$ cat src/rtl/npb_pkg.sv
package npb_pkg;
  typedef enum logic [1:0] {
    RS_FREE       = 2'd0,
    RS_UPPER_ONLY = 2'd1,
    RS_LOWER_ONLY = 2'd2
  } restrict_e;
endpackage

$ cat src/rtl/npb_classify.sv
// Decides whether a logged vector moves the balance and with which sign.
module npb_classify #(
  parameter int IDX_W      = 5,
  parameter int DWELL_W    = 10,
  parameter int FIRST_HALF = 1,
  parameter int NUM_HALF   = 6,
  localparam int DELTA_W   = DWELL_W + 1
) (
  input  logic                      valid,
  input  logic [IDX_W-1:0]          idx,
  input  logic                      upper,
  input  logic [DWELL_W-1:0]        dwell,
  output logic                      contrib,
  output logic signed [DELTA_W-1:0] delta
);
  logic [NUM_HALF-1:0] hit;

  for (genvar g = 0; g < NUM_HALF; g++) begin : g_hit
    assign hit[g] = (idx == IDX_W'(FIRST_HALF + g));
  end

  logic signed [DELTA_W-1:0] mag;

  always_comb begin
    mag     = $signed({1'b0, dwell});
    contrib = valid && (|hit);
    delta   = upper ? mag : -mag;
  end
endmodule

$ cat src/rtl/npb_accum.sv
// Saturating signed accumulator of the balance.
module npb_accum #(
  parameter int SUM_W   = 16,
  parameter int DELTA_W = 11,
  localparam int EXT_W  = SUM_W + 1
) (
  input  logic                      clk,
  input  logic                      rst,
  input  logic                      clr,
  input  logic                      add_en,
  input  logic signed [DELTA_W-1:0] delta,
  output logic signed [SUM_W-1:0]   sum_q
);
  localparam logic signed [EXT_W-1:0] POS_LIM = EXT_W'((2 ** (SUM_W - 1)) - 1);
  localparam logic signed [EXT_W-1:0] NEG_LIM = -POS_LIM;

  logic signed [EXT_W-1:0] wide;
  logic signed [SUM_W-1:0] sum_d;

  always_comb begin
    wide = $signed({{(EXT_W - SUM_W){sum_q[SUM_W-1]}}, sum_q})
         + $signed({{(EXT_W - DELTA_W){delta[DELTA_W-1]}}, delta});
    if (wide > POS_LIM)      sum_d = POS_LIM[SUM_W-1:0];
    else if (wide < NEG_LIM) sum_d = NEG_LIM[SUM_W-1:0];
    else                     sum_d = wide[SUM_W-1:0];
  end

  always_ff @(posedge clk) begin
    if (rst || clr)  sum_q <= '0;
    else if (add_en) sum_q <= sum_d;
  end
endmodule

$ cat src/rtl/npb_window.sv
// Registered window test producing the restriction code.
module npb_window
  import npb_pkg::*;
#(
  parameter int SUM_W = 16,
  parameter int LIMIT = 200
) (
  input  logic                    clk,
  input  logic                    rst,
  input  logic                    clr,
  input  logic signed [SUM_W-1:0] sum,
  output restrict_e               code_q
);
  localparam logic signed [SUM_W-1:0] HI = SUM_W'(LIMIT);
  localparam logic signed [SUM_W-1:0] LO = -HI;

  restrict_e code_d;

  always_comb begin
    if (sum > HI)      code_d = RS_LOWER_ONLY;
    else if (sum < LO) code_d = RS_UPPER_ONLY;
    else               code_d = RS_FREE;
  end

  always_ff @(posedge clk) begin
    if (rst || clr) code_q <= RS_FREE;
    else            code_q <= code_d;
  end
endmodule

$ cat src/rtl/npb_balance_tracker.sv
module npb_balance_tracker
  import npb_pkg::*;
#(
  parameter int IDX_W      = 5,
  parameter int DWELL_W    = 10,
  parameter int SUM_W      = 16,
  parameter int LIMIT      = 200,
  parameter int FIRST_HALF = 1,
  parameter int NUM_HALF   = 6
) (
  input  logic                    clk,
  input  logic                    rst,
  input  logic                    clr,
  input  logic                    log_valid,
  input  logic [IDX_W-1:0]        vec_idx,
  input  logic                    load_upper,
  input  logic [DWELL_W-1:0]      dwell_us,
  output logic [1:0]              restrict_code,
  output logic signed [SUM_W-1:0] balance_sum
);
  localparam int DELTA_W = DWELL_W + 1;

  logic                      contrib;
  logic signed [DELTA_W-1:0] delta;
  restrict_e                 code;

  npb_classify #(
    .IDX_W(IDX_W), .DWELL_W(DWELL_W),
    .FIRST_HALF(FIRST_HALF), .NUM_HALF(NUM_HALF)
  ) u_cls (
    .valid(log_valid), .idx(vec_idx), .upper(load_upper), .dwell(dwell_us),
    .contrib(contrib), .delta(delta)
  );

  npb_accum #(.SUM_W(SUM_W), .DELTA_W(DELTA_W)) u_acc (
    .clk(clk), .rst(rst), .clr(clr), .add_en(contrib), .delta(delta),
    .sum_q(balance_sum)
  );

  npb_window #(.SUM_W(SUM_W), .LIMIT(LIMIT)) u_win (
    .clk(clk), .rst(rst), .clr(clr), .sum(balance_sum), .code_q(code)
  );

  assign restrict_code = code;
endmodule

$ cat config.mk
export PLATFORM = sky130hd
export DESIGN_NAME = npb_balance_tracker
export DESIGN_NICKNAME = d
export VERILOG_FILES = /design/src/rtl/npb_pkg.sv /design/src/rtl/npb_classify.sv /design/src/rtl/npb_accum.sv /design/src/rtl/npb_window.sv /design/src/rtl/npb_balance_tracker.sv
export SDC_FILE = /design/constraint.sdc
export NUM_CORES = 1
export LEC_CHECK = 0
export BUFFER_PORTS_ARGS = -buffer_cell sky130_fd_sc_hd__clkbuf_2
export CORE_UTILIZATION = 30
export DETAILED_ROUTE_END_ITERATION = 7
export SLEW_MARGIN = 20
export SYNTH_ARGS = -nofsm -noshare
export SYNTH_HDL_FRONTEND = slang
export SYNTH_HIERARCHICAL = 1
export SYNTH_SLANG_ARGS = --single-unit
export TNS_END_PERCENT = 50
$ cat constraint.sdc
create_clock -name clk -period 3.49 [get_ports clk]
set_clock_uncertainty 0.05 [all_clocks]
set_input_delay 0.1745 -clock clk [delete_from_list [all_inputs] [get_ports clk]]
set_output_delay 0.1745 -clock clk [all_outputs]
set_load 0.02 [all_outputs]
# Yosys cells after proc, flatten, opt, wreduce, memory -nomap -nowiden
# Index checks and enable logic that the tools add are counted.
[word_totals] latchBits=0 ff_bits=18 out_inout_bits=18 rom_bits=0 mem_bits_rw=0 elab_cells=24 memories=0
[classes] n_eq_ne=6 shifts=0 magnitude_cmp=4 add_sub_neg=2 mux=5 div_mod_pow=0 reduce_logical=4 multipliers=0 bitwise=0
[ops] operator="$mux W16" count=2
[ops] operator="$add A16 B11 Y17" count=1
[ops] operator="$gt A17 B16 Y1 const B" count=1
[ops] operator="$lt A17 B16 Y1 const B" count=1
[ops] operator="$gt A16 B9 Y1 const B" count=1
[ops] operator="$lt A16 B9 Y1 const B" count=1
[ops] operator="$eq A5 B3 Y1 const B" count=3
[ops] operator="$mux W11" count=1
[ops] operator="$neg A10 Y11" count=1
[ops] operator="$eq A5 B2 Y1 const B" count=2
[ops] operator="$reduce_or A6 Y1" count=1
[ops] operator="$eq A5 B1 Y1 const B" count=1
[ops] operator="$mux W2" count=1
[ops] operator="$reduce_or A2 Y1" count=1
[ops] operator="$logic_and A1 B1 Y1" count=1
[ops] operator="$logic_or A1 B1 Y1" count=1
[ops] operator="$mux W1" count=1

# Depth between registers and ports, before layout
[depth] ltp_word=6 mapped_depth=15

# By module
# Netlist, hierarchy kept.
[modules_own_cells] mod="npb_accum" n_inst=1 area_each_um2=1657.8 cells_each=215
[modules_own_cells] mod="npb_classify" n_inst=1 area_each_um2=249.0 cells_each=36
[modules_own_cells] mod="npb_window" n_inst=1 area_each_um2=126.4 cells_each=13

# Worst setup path before layout
# No wires, ideal clock.
[synth_timing] path_kind="in2reg" startpoint="input dwell_us[0]" endpoint="register u_acc.sum_q[8]" path_buffers=1 cell_stages=13 slack_ns=0.344 setup_time_ns=0.134 arrival_time_ns=2.962 cell_sequence="inv_1 -> ha_1 -> a41oi_1 -> ha_1 -> clkbuf_1 -> a21o_1 -> a211oi_1 -> nand3_1 -> o21ai_0 -> and2_1 -> nand4_1 -> o211ai_2 -> nor3_1"
[synth_between] elab_chain_len=6
[synth_rtl] element="start: declaration" line_no="npb_balance_tracker.sv:17" rtl="input logic [DWELL_W-1:0] dwell_us,"
[synth_rtl] element="$neg A10 Y11 *" line_no="npb_classify.sv:27" rtl="delta = upper ? mag : -mag;"
[synth_rtl] element="$mux W11 *" line_no="npb_classify.sv:27"
[synth_rtl] element="named net delta[10]" line_no="npb_balance_tracker.sv:24" rtl="logic signed [DELTA_W-1:0] delta;"
[synth_rtl] element="$add A16 B11 Y17 *" line_no="npb_accum.sv:22" rtl="+ $signed({{(EXT_W - DELTA_W){delta[DELTA_W-1]}}, delta});"
[synth_rtl] element="$lt A17 B16 Y1" line_no="npb_accum.sv:24" rtl="else if (wide < NEG_LIM) sum_d = NEG_LIM[SUM_W-1:0];"
[synth_rtl] element="$mux W16" line_no="npb_accum.sv:24"
[synth_rtl] element="$mux W16 *" line_no="npb_accum.sv:23" rtl="if (wide > POS_LIM) sum_d = POS_LIM[SUM_W-1:0];"
[synth_rtl] element="end signal: assignment" line_no="npb_accum.sv:30" rtl="else if (add_en) sum_q <= sum_d;"
[synth_rtl] element="end: declaration" line_no="npb_accum.sv:12" rtl="output logic signed [SUM_W-1:0] sum_q"
# Mark *: on every way through the listed nets, which the timed path passes. The rest lies on a longest branch.
# A chain may end at the register's enable or synchronous reset.

# Worst setup path after layout
[layout_timing] startpoint="register u_acc.sum_q[0]" endpoint="register u_acc.sum_q[0]"
[layout_between] elab_chain_len=4
[layout_rtl] element="$add A16 B11 Y17 *" line_no="npb_accum.sv:22"
[layout_rtl] element="$lt A17 B16 Y1" line_no="npb_accum.sv:24"
[layout_rtl] element="$mux W16" line_no="npb_accum.sv:24"
[layout_rtl] element="$mux W16 *" line_no="npb_accum.sv:23"
# Every way passes the cells marked *; elsewhere a longest branch is shown, timed or not.

==> results by stage <==
GRT:
- The pin count of the biggest net entering global routing is 21.
- The total overflow left after global routing is 0.
- The number of global-route vias before repair is 1,987.
- Across every metal layer, demand over resource in global routing totals 16.3%.
- The first global-routing pass estimated 9480 um of wire.
- The initial antenna violation count is 0.

Logic synthesis:
- In the synthesized netlist the async set-or-reset flop fraction comes to 0%.
- The number of enable-type register cells in the synthesized netlist is 0.
- Counting every instance in the synthesized netlist gives 264.
- After synthesis, flip-flops and latches occupy ~18% of the total area.
- In this run the mean area of a mapped cell was 7.70 um2.
- The warning count from the yosys run is 6.
- The synthesized netlist occupies a cell area of between 2000 and 2500 um2.
- The post-synthesis net count is 302.
- The most used flip-flop cell after synthesis is dfxtp_1.
- In this run, distinct cell masters in the synthesized netlist total 58.
- Counting flops and latches in the post-synthesis netlist gives 18.

Power:
- The final total power is 617 uW.
- The switching power summed over all nets is 203 uW.
- The power per unit of standard cell area is between 200 and 250 nW/um2.
- The total internal power is roughly 410 uW.
- In this run, the combinational gates consume a little under two fifths of the power.
- The proportion of total power due to net switching is 33.0%.
- The sequential share of power is 34.9%.
- The standby leakage power is 1.18 nW.
- The maximum VDD drop is 0.000184 V.
- The share of total power dissipated in the clock network is between 20% and 30%.

Detailed routing:
- The average vias per placed instance is 5.55.
- The post-detailed-route DRC marker count is 6.
- The overall via count from detail_route is 2,196.
- The overall routed net length is 5830 um.
- In the final routed layout, each cell accounts on average for 14.7 um.
- The number of routed nets with antenna violations is 0.
- The total iterations of the first detailed-routing run is 6.
- The initial detailed-routing violation count is about 160.

Clock network:
- CTS built an H-tree with a depth of 1.
- The clock insertion delay at the later pin of the skew report is 250 ps.
- The hold buffer count at cts is 0.
- TritonCTS built the clock tree.
- The clock tree root buffer cell is clkbuf_8.
- After clock tree synthesis, the repair step resized 0 gates.
- The clock slew at the register clock pins of the worst setup and hold paths is ~70 ps.
- The largest buffer count on any clock path is 2.
- The number of buffers added by the clock tree synthesis step is 3.
- The clock net sink count is 18.
- The number of setup buffers added after CTS is 0.

Floorplan:
- The core region is 6460 um2.
- The horizontal extent of the die is about 84 um.
- The full die area is 7110 um2.
- The effective utilization at floorplan is 31.5%.
- The height of the die is around 84 um.
- The number of core rows is 29.
- 38 I/O pins were placed.

Worst setup path:
- The critical setup path kind is flip-flop to flip-flop.
- The worst-path maximum fanout is 4.
- The required time reported for the critical path endpoint is about 3600 ps.
- The data arrival time of the worst path is 3420 ps.
- The type of element launching the critical path is a flip-flop.
- The largest individual stage delay along the critical path comes from the cell fa_1.
- The signal on the critical path passes through ha_1 -> inv_1 -> fa_1 -> nand2b_1 -> a21oi_1 -> o21ai_2 -> o21a_1 -> a211oi_1 -> o2111ai_1 -> or3_1 -> a41oi_2.
- The nature of the critical path endpoint is a flip-flop.
- The delay of the slowest cell on the worst path is 420 ps.

STA:
- The hold violation count in the final report is 0.
- The maximum operating frequency is between 300 and 400 MHz.
- The worst relative slew slack is about two thirds.
- The number of max-slew violations in the final report is 0.
- The tightest hold path in the finished design has a slack of 66.6 ps.
- Subtracting the final worst setup slack from the clock period gives 3300 ps.
- The post-route clock period utilization is between 90% and 100%.
- Summed over all failing endpoints, the final setup total negative slack is 0 ps.
- Setup violations remaining at the end of the flow were counted as 0.
- The slew at the pin closest to its max-slew limit is around 530 ps.
- Setup repair after global routing left no endpoint under its margin.

Cells and area:
- The library cells used most frequently in the layout, excluding fill and tap cells, are clkbuf_2 (37), nor2_1 (34), buf_4 (21), dfxtp_1 (18), ha_1 (17).
- At the end of the flow, the number of nets in the layout was roughly 360.
- The filler cell count is about 690.
- Cells with a size suffix above 1 make up 25.7% of the layout.
- The commonest non-fill, non-tap cell in the layout is clkbuf_2.
- The relative area change from synthesis to final layout is 22.6%.
- The antenna cell count is 0.

Place:
- The HPWL reported at the end of detailed placement is approximately 5000 um.
- Buffers placed on the I/O ports in this run total 37.
- The placer's final routability congestion estimate is 0.878.

Min path:
- The class of the tightest hold or removal check is input pin to flip-flop.

Flow run:
- The max-capacitance violation count is 0.

Outcome:
- The final reports fail on design-rule violations.
- The run finished, with violations left.
[power by group through the flow]
stage / Sequential, mW / Clock, mW / Combinational, mW
after floorplan: 0.224 / 0 / 0.152
after global placement: 0.220 / 0 / 0.231
after detailed placement: 0.220 / 0 / 0.233
after CTS: 0.215 / 0.168 / 0.234
after global routing: 0.216 / 0.178 / 0.262
final: 0.215 / 0.165 / 0.236
[critical path: cells and delay by family (launching register included)]
kind / cells / cell delay (ps)
AND/OR/NAND/NOR: 2 / 550
AO/OA/AOI/OAI: 6 / 1510
adder cells (fa/ha/maj): 2 / 650
flip-flops: 1 / 410
buffers and inverters: 1 / 60
[state kept, by name, indices dropped and copies added, names as in the netlist]
name and count:
u_win/code_q 2, u_acc/sum_q 16
[stage by stage]
step / utilization (%) / cells / area (um2) / setup WS (ps)
floorplan: - / 264 / 2030 / 344
global placement: 37.8 / 392 / 2440 / 102
detailed placement: 37.8 / 392 / 2440 / 13.6
CTS: 38.6 / 396 / 2490 / 254
global route: 38.6 / 396 / 2490 / 4.63
finish: 38.6 / 396 / 2490 / 193
[cell families (layout without fill, tap and decap cells)]
group,after synthesis,count (layout),share of synthesized area [%]
AOI/OAI and AO/OA,96,96,35.7
xor gates and xnor gates,12,12,5.17
adders and majority gates,18,18,11.4
buffers and inverters,21,76,4.25
DFF,18,18,17.7
muxes,1,1,0.554
and+or+nand+nor,98,98,25.2
[metal layers]
layer	up-vias	global-route usage, %	wire length, um
li1	1126	-	-
met1	1018	23.4	2930
met2	52	27.1	2690
met3	0	2.46	209
met4	0	0.157	0
met5	-	0	0
[Yosys cell counts, types with 3 or more instances]
| library cell | count | area (um2) |
|---|---|---|
| nor2_1 | 34 | 128 |
| dfxtp_1 | 18 | 360 |
| ha_1 | 17 | 213 |
| a21oi_1 | 15 | 75.1 |
| inv_1 | 14 | 52.6 |
| nand3_1 | 12 | 60.1 |
| o21ai_0 | 12 | 60.1 |
| a211oi_1 | 11 | 82.6 |
| a21o_1 | 10 | 75.1 |
| xor2_1 | 9 | 78.8 |
| nand2_1 | 8 | 30.0 |
| nor3_1 | 8 | 40.0 |
| o21a_1 | 8 | 60.1 |
| a31oi_1 | 7 | 43.8 |
| or2_2 | 6 | 37.5 |
| and3_1 | 4 | 25.0 |
| nand2b_1 | 4 | 25.0 |
| a21boi_0 | 3 | 22.5 |
| and2_1 | 3 | 18.8 |
| buf_2 | 3 | 15.0 |
| clkbuf_1 | 3 | 11.3 |
| nor2b_1 | 3 | 18.8 |
| nor4_1 | 3 | 18.8 |
| or3_1 | 3 | 18.8 |
| xnor2_1 | 3 | 26.3 |
[area by class of cell]
| class | instances | area, um2 | area share [%] |
|---|---|---|---|
| sequential | 18 | 360 | 14.5 |
| multi-input combinational | 225 | 1590 | 63.6 |
| inverter | 14 | 52.6 | 2.11 |
| timing repair buffer | 58 | 343 | 13.7 |
| tap | 77 | 96.3 | 3.86 |
| clock buffer | 4 | 55.1 | 2.21 |
[final timing paths]
check                           slack (ps)                          end                    startpoint  depth (start not counted)
worst max-delay path                   190  u_acc/sum_q[0]$_SDFFE_PP0P_   u_acc/sum_q[0]$_SDFFE_PP0P_                         11
worst min-delay path                    70   u_win/code_q[1]$_SDFF_PP0_                           rst                          2
worst max register to register         190  u_acc/sum_q[0]$_SDFFE_PP0P_   u_acc/sum_q[0]$_SDFFE_PP0P_                         11
worst min register to register         480   u_win/code_q[0]$_SDFF_PP0_  u_acc/sum_q[15]$_SDFFE_PP0P_                          1
(Power assumes the default switching activity.)
